## config.mk

```make
export PLATFORM = sky130hd
export DESIGN_NAME = mon_byte_rx
export DESIGN_NICKNAME = d
export VERILOG_FILES = /design/src/rtl/mon_rx_pkg.sv /design/src/rtl/mon_rx_idle.sv /design/src/rtl/mon_rx_lastlook.sv /design/src/rtl/mon_rx_slot.sv /design/src/rtl/mon_byte_rx.sv
export SDC_FILE = /design/constraint.sdc
export NUM_CORES = 1
export LEC_CHECK = 0
export ABC_AREA = 1
export CORE_ASPECT_RATIO = 2
export CORE_MARGIN = 1.5
export CORE_UTILIZATION = 46
export CTS_CLUSTER_SIZE = 40
export DETAILED_ROUTE_END_ITERATION = 10
export GPL_TIMING_DRIVEN = 0
export PLACE_DENSITY = 0.75
export SLEW_MARGIN = 40
export SYNTH_ARGS = -nofsm -noshare
export SYNTH_HDL_FRONTEND = slang
export SYNTH_HIERARCHICAL = 1
export SYNTH_SLANG_ARGS = --single-unit
```

## constraint.sdc

```tcl
create_clock -name clk -period 1.58 [get_ports clk]
set_clock_uncertainty 0.15 [all_clocks]
set_input_delay 0.237 -clock clk [delete_from_list [all_inputs] [get_ports clk]]
set_output_delay 0.237 -clock clk [all_outputs]
set_load 0.05 [all_outputs]
```

## src/rtl/mon_rx_pkg.sv

```systemverilog
package mon_rx_pkg;

  typedef enum logic [1:0] {
    RX_IDLE = 2'd0,
    RX_HUNT = 2'd1,
    RX_ACK  = 2'd2
  } rx_state_e;

  // Gap of at least one inactive frame that has not yet become idle.
  function automatic logic gap_partial(input int cnt, input int lim);
    return (cnt > 0) && (cnt < lim);
  endfunction

  // Saturating increment of the inactive-frame count.
  function automatic int count_step(input int cnt, input int lim, input logic inact);
    if (!inact) return 0;
    return (cnt >= lim) ? lim : cnt + 1;
  endfunction

endpackage

```

## src/rtl/mon_rx_idle.sv

```systemverilog
module mon_rx_idle import mon_rx_pkg::*; #(
  parameter int IDLE_FRAMES = 2
) (
  input  logic clk,
  input  logic rst_n,
  input  logic stb,
  input  logic mx_n,
  input  logic mr_n,
  output logic idle,
  output logic gap_open,
  output logic gap_done
);
  localparam int CNT_W = $clog2(IDLE_FRAMES + 1);

  logic [CNT_W-1:0] cnt_q;
  logic             inact;

  assign inact    = mx_n && mr_n;
  assign idle     = int'(cnt_q) >= IDLE_FRAMES;
  assign gap_open = gap_partial(int'(cnt_q), IDLE_FRAMES);
  assign gap_done = inact && (int'(cnt_q) == IDLE_FRAMES - 1);

  always_ff @(posedge clk or negedge rst_n) begin
    if (!rst_n) begin
      cnt_q <= '0;
    end else if (stb) begin
      cnt_q <= CNT_W'(count_step(int'(cnt_q), IDLE_FRAMES, inact));
    end
  end
endmodule

```

## src/rtl/mon_rx_lastlook.sv

```systemverilog
module mon_rx_lastlook #(
  parameter int DATA_W = 8
) (
  input  logic              clk,
  input  logic              rst_n,
  input  logic              stb,
  input  logic              mx_n,
  input  logic [DATA_W-1:0] din,
  output logic              pair_match,
  output logic              byte_moved
);
  logic [DATA_W-1:0] cand_q;
  logic              cand_vld_q;

  assign pair_match = stb && !mx_n && cand_vld_q && (din == cand_q);
  assign byte_moved = din != cand_q;

  always_ff @(posedge clk or negedge rst_n) begin
    if (!rst_n) begin
      cand_q     <= '0;
      cand_vld_q <= 1'b0;
    end else if (stb) begin
      if (mx_n) begin
        cand_vld_q <= 1'b0;
      end else begin
        cand_q     <= din;
        cand_vld_q <= 1'b1;
      end
    end
  end
endmodule

```

## src/rtl/mon_rx_slot.sv

```systemverilog
module mon_rx_slot #(
  parameter int DATA_W = 8
) (
  input  logic              clk,
  input  logic              rst_n,
  input  logic              load_byte,
  input  logic              load_som,
  input  logic [DATA_W-1:0] din,
  input  logic              eom_req,
  input  logic              flush,
  input  logic              ready,
  output logic              free,
  output logic              valid,
  output logic [DATA_W-1:0] data,
  output logic              som,
  output logic              eom
);
  logic eom_pend_q;
  logic fire;
  logic emit_eom;

  assign fire     = valid && ready;
  assign free     = !valid && !eom_pend_q;
  assign emit_eom = eom_pend_q && !valid && !load_byte;

  always_ff @(posedge clk or negedge rst_n) begin
    if (!rst_n) begin
      valid      <= 1'b0;
      data       <= '0;
      som        <= 1'b0;
      eom        <= 1'b0;
      eom_pend_q <= 1'b0;
    end else if (flush) begin
      valid      <= 1'b0;
      eom_pend_q <= 1'b0;
    end else begin
      if (fire) valid <= 1'b0;
      if (load_byte) begin
        valid <= 1'b1;
        data  <= din;
        som   <= load_som;
        eom   <= 1'b0;
      end else if (emit_eom) begin
        valid <= 1'b1;
        data  <= '0;
        som   <= 1'b0;
        eom   <= 1'b1;
      end
      if (eom_req)       eom_pend_q <= 1'b1;
      else if (emit_eom) eom_pend_q <= 1'b0;
    end
  end
endmodule

```

## src/rtl/mon_byte_rx.sv

```systemverilog
module mon_byte_rx import mon_rx_pkg::*; #(
  parameter int DATA_W      = 8,
  parameter int IDLE_FRAMES = 2
) (
  input  logic              clk,
  input  logic              rst_n,
  input  logic              frame_stb,
  input  logic [DATA_W-1:0] mon_byte,
  input  logic              mon_mx_n,
  output logic              mon_mr_n,
  output logic              rx_valid,
  input  logic              rx_ready,
  output logic [DATA_W-1:0] rx_data,
  output logic              rx_som,
  output logic              rx_eom,
  output logic              rx_idle,
  output logic              rx_abort
);
  rx_state_e st_q;
  logic      mr_q;
  logic      som_pend_q;
  logic      abort_q;

  logic gap_open, gap_done;
  logic pair_match, byte_moved;
  logic slot_free;
  logic in_hunt;
  logic abort_evt, eom_evt, accept_evt, release_evt, start_evt;

  mon_rx_idle #(.IDLE_FRAMES(IDLE_FRAMES)) u_idle (
    .clk(clk), .rst_n(rst_n), .stb(frame_stb), .mx_n(mon_mx_n), .mr_n(mr_q),
    .idle(rx_idle), .gap_open(gap_open), .gap_done(gap_done)
  );

  mon_rx_lastlook #(.DATA_W(DATA_W)) u_look (
    .clk(clk), .rst_n(rst_n), .stb(frame_stb), .mx_n(mon_mx_n), .din(mon_byte),
    .pair_match(pair_match), .byte_moved(byte_moved)
  );

  mon_rx_slot #(.DATA_W(DATA_W)) u_slot (
    .clk(clk), .rst_n(rst_n), .load_byte(accept_evt), .load_som(som_pend_q),
    .din(mon_byte), .eom_req(eom_evt), .flush(abort_evt), .ready(rx_ready),
    .free(slot_free), .valid(rx_valid), .data(rx_data), .som(rx_som), .eom(rx_eom)
  );

  always_comb begin
    in_hunt     = frame_stb && (st_q == RX_HUNT);
    start_evt   = frame_stb && (st_q == RX_IDLE) && !mon_mx_n;
    abort_evt   = in_hunt && !mon_mx_n && gap_open;
    eom_evt     = in_hunt && !abort_evt && gap_done;
    accept_evt  = in_hunt && !abort_evt && !eom_evt && pair_match && slot_free;
    release_evt = frame_stb && (st_q == RX_ACK) && (mon_mx_n || byte_moved);
  end

  always_ff @(posedge clk or negedge rst_n) begin
    if (!rst_n) begin
      st_q       <= RX_IDLE;
      mr_q       <= 1'b1;
      som_pend_q <= 1'b0;
      abort_q    <= 1'b0;
    end else begin
      abort_q <= abort_evt;
      if (start_evt) begin
        st_q       <= RX_HUNT;
        som_pend_q <= 1'b1;
      end else if (abort_evt) begin
        som_pend_q <= 1'b1;
      end else if (eom_evt) begin
        st_q <= RX_IDLE;
      end else if (accept_evt) begin
        st_q       <= RX_ACK;
        mr_q       <= 1'b0;
        som_pend_q <= 1'b0;
      end else if (release_evt) begin
        st_q <= RX_HUNT;
        mr_q <= 1'b1;
      end
    end
  end

  assign mon_mr_n = mr_q;
  assign rx_abort = abort_q;
endmodule


```

==> metrics.txt, run 1 <==
status=complete, but fails checks; failing checks=negative setup slack; H-tree depth=1; CP endpoint kind=flop; total CTS buffers=3; power density over the cells=736 nW/um2; min Tclk post-route=1870 ps; Layout Nets=230; Cells after Synth=175; post-synthesis compound-gate area fraction=4.94%; Crit Reg-Reg Startpoint=u_look/cand_q[5]$_DFFE_PN0P_; number of fillers in the final layout=257; Cell Area, Synth=1390 um2; clk_lat worst skew=270 ps; simple-gate portion of the synthesized area=32.8%; DRC=0; switching power=343 uW; Worst-path clk slew=90 ps; Final Hold Fails=0; WP buf/inv=2; layout cells sized above 1=28.2%; Iter 0 DRT Violations=24; Placer Congestion=0.810; Initial Util=47.9%; Cell Chain, Critical Path=xnor2_1 > nand2_1 > nor2_2 > nand2_2 > nor2_2 > and3b_1 > nand2_2 > inv_2 > nand2_4 > buf_6 > nand3_1 > nand2_1; Sequential Power Share=55.3%; Synth warnings=6; Rel. slew slack=58.5%; Int Pwr=1.05 mW; WHS Path Cells=3; Detail Route Antenna Nets=0; Die ar.=3390 um2; DPL Wire Length=2.13 mm; clock root cell=clkbuf_8; worst-path maximum fanout=5; die height=80.8 um; Comb power frac=13.3%; MaxCap Viol Count=0; row cnt=28; average wire per standard cell=12.5 um; largest net degree at the start of global routing=29; synthesis-to-layout area growth=35.8%; Chip Width=41.9 um; Worst EP arrival=1890 ps; Clock Path Buffers=2; hold path startpoint=mon_byte[7]; Total Power=1.39 mW; Worst Max-Slew Pin Slew=623 ps; CP Data Required Time=1600 ps; FF+latch count, synth=28; RSZ-0062 raised after global routing=yes; fin. max-slew vios=0; Final WS setup=-286 ps; Leak=0.997 nW; GRT Total Usage=20.5%; number of enable flip-flop cells after synthesis=0; FF-to-FF End=u_slot/data[5]$_DFFE_PN0P_; CTS sink cnt=28; vias in the first global route=1,313; Mapped Avg Cell Area=7.96 um2; largest family of logic cells by synthesized area=simple AND/OR/NAND/NOR gates; hold slack=213 ps; worst min path class=input pin to flop; PortBufs=26; crit-path leading delay family=simple AND/OR/NAND/NOR gates; WS Path Type=flop to flop; Switching Fraction=24.6%; register area=702 um2; Post-Synth Adder-Cell Area=0%; Post-synth ARST share=100%; number of setup violations in the final report=16; crit path launch type=flop; Reg2Reg Setup Slack=-290 ps; Max Clock Freq=0.536 GHz; Core ar.=2910 um2; CTS tree=yes; slowest stage delay, CP=400 ps; r2r worst-path depth=12; Synth Area in XOR/XNOR=1.89%; drt pass-1 iters=4; register area share after synthesis=50.4%; Clock power frac=31.5%; Top FF cell, synth=dfrtp_1; grt total ovfl=0; routed wire length=3.08 mm; vias=1,227; I/O Pins=27; mux share of post-synthesis cell area=0%; VDD IR-drop max=0.000646 V; first-pass GRT wire length=5.42 mm; Vias per Instance=4.99; Worst Hold Endpoint=u_slot/data[7]$_DFFE_PN0P_; initial antenna violation count=0; Netlist cell types=23; CP max-delay cell=dfrtp_1; Syn Nets=188; ANT cells=0; area occupied by multi-input gates=644 um2; part of the cycle the worst path needs=118%
final cells by class:
type	count	area share (%)
buffer	4	1.99
clock buffer	4	2.91
inverter	27	5.63
multi-input combinational	116	34.1
sequential	28	37.1
tap	30	1.99
timing repair buffer	37	16.3
worst register-to-register path: cells and delay by family, from the launching register on:
kind	cells	cell delay [ps]
XOR/XNOR	1	160
buffers and inverters	2	220
flip-flops	1	400
AND/OR/NAND/NOR	9	860
how the worst max path moves through the flow:
stage          depth (start not counted)                         end  slack [ps]                          from
2_1_floorplan                          9  u_slot/data[0]$_DFFE_PN0P_        -220          mon_mr_n$_DFFE_PN1P_
5_1_grt                               14  u_slot/data[4]$_DFFE_PN0P_        -390  u_look/cand_q[1]$_DFFE_PN0P_
4_1_cts                               12  u_slot/data[4]$_DFFE_PN0P_        -220  u_look/cand_q[6]$_DFFE_PN0P_
6_report                              12  u_slot/data[5]$_DFFE_PN0P_        -290  u_look/cand_q[5]$_DFFE_PN0P_
3_5_place_dp                          13  u_slot/data[4]$_DFFE_PN0P_        -830                     frame_stb
3_3_place_gp                          13  u_slot/data[4]$_DFFE_PN0P_        -780                     frame_stb
power groups by stage:
stage	clock network [mW]	registers, mW	logic (mW)
6_report	0.438	0.769	0.184
4_1_cts	0.445	0.769	0.178
3_5_place_dp	0	0.783	0.170
2_1_floorplan	0	0.786	0.0864
3_3_place_gp	0	0.780	0.165
5_1_grt	0.470	0.773	0.211
logic make-up (layout without fill, tap and decap cells):
family	Yosys count	after routing
simple gates	102	102
buf+inv	31	72
flops	28	28
compound gates	11	11
xor+xnor	3	3
stage by stage:
stage | std cells | util (%) | TNS [ps] | area [um2] | setup WS (ps)
finish | 246 | 65.0 | -3560 | 1890 | -286
global route | 246 | 65.0 | -5050 | 1890 | -388
CTS | 244 | 64.5 | -2060 | 1870 | -219
detailed placement | 231 | 58.2 | -12590 | 1690 | -834
global placement | 231 | 58.4 | -19630 | 1700 | -781
floorplan | 175 | - | -2460 | 1400 | -218
repair_timing:
| item | CTS | global route |
|---|---|---|
| setup buffers | 8 | 3 |
| endpoints found under the setup margin | 30 | 27 |
| hold buffers | 1 | 0 |
| endpoints found under the hold margin | 27 | 0 |
| pin swaps | 28 | 19 |
| cloned | 1 | 0 |
| gates resized for setup | 58 | 18 |
routing by layer:
layer / global-route usage, % / vias up / wire [um]
met1: 21.1 / 587 / 1180
met2: 39.5 / 25 / 1750
met4: 10.6 / 0 / 68
li1: - / 609 / -
met3: 2.00 / 6 / 89
met5: 0 / - / 0
cell usage in the layout (no fill, tap or decap), drive strengths merged, types with 3 or more instances in the layout:
| cell type | netlist | final |
|---|---|---|
| nand3 | 14 | 14 |
| clkbuf | 1 | 10 |
| buf | 3 | 15 |
| clkdlybuf4s15 | 0 | 7 |
| dfrtp | 27 | 27 |
| dlygate4sd2 | 0 | 11 |
| nand2 | 68 | 68 |
| xnor2 | 3 | 3 |
| a21oi | 3 | 3 |
| nor2 | 15 | 15 |
| o21ai | 6 | 6 |
| inv | 27 | 27 |
flip-flops by register name, summed over array words and instances (netlist names), 2 cells and up:
register	count
u_look/cand_q	8
u_slot/data	8
st_q	2
u_idle/cnt_q	2
cells in the mapped netlist (2+ instances only):
| library cell | n | share of area, % |
|---|---|---|
| nand2_1 | 64 | 17 |
| dfrtp_1 | 27 | 49 |
| inv_1 | 24 | 6.5 |
| nand3_1 | 11 | 4.0 |
| nor2_1 | 10 | 2.7 |
| o21ai_0 | 6 | 2.2 |
| nand2_2 | 4 | 1.8 |
| nor2_2 | 4 | 1.8 |
| buf_6 | 3 | 2.4 |
| inv_2 | 3 | 0.81 |
| nand3_2 | 3 | 2.2 |
| xnor2_1 | 3 | 1.9 |
| a21oi_1 | 2 | 0.72 |
| nor3_1 | 2 | 0.72 |
No activity file was read; power rests on OpenSTA's default activity.
==> run 2: changes to the inputs <==
--- a/config.mk
+++ b/config.mk
@@ -6,6 +6,7 @@
 export NUM_CORES = 1
 export LEC_CHECK = 0
 export ABC_AREA = 1
+export ABC_CLOCK_PERIOD_IN_PS = 1580
 export CORE_ASPECT_RATIO = 2
 export CORE_MARGIN = 1.5
 export CORE_UTILIZATION = 46
==> results of run 2 <==
The final DEF is identical to that of run 1; final timing and power are the same.
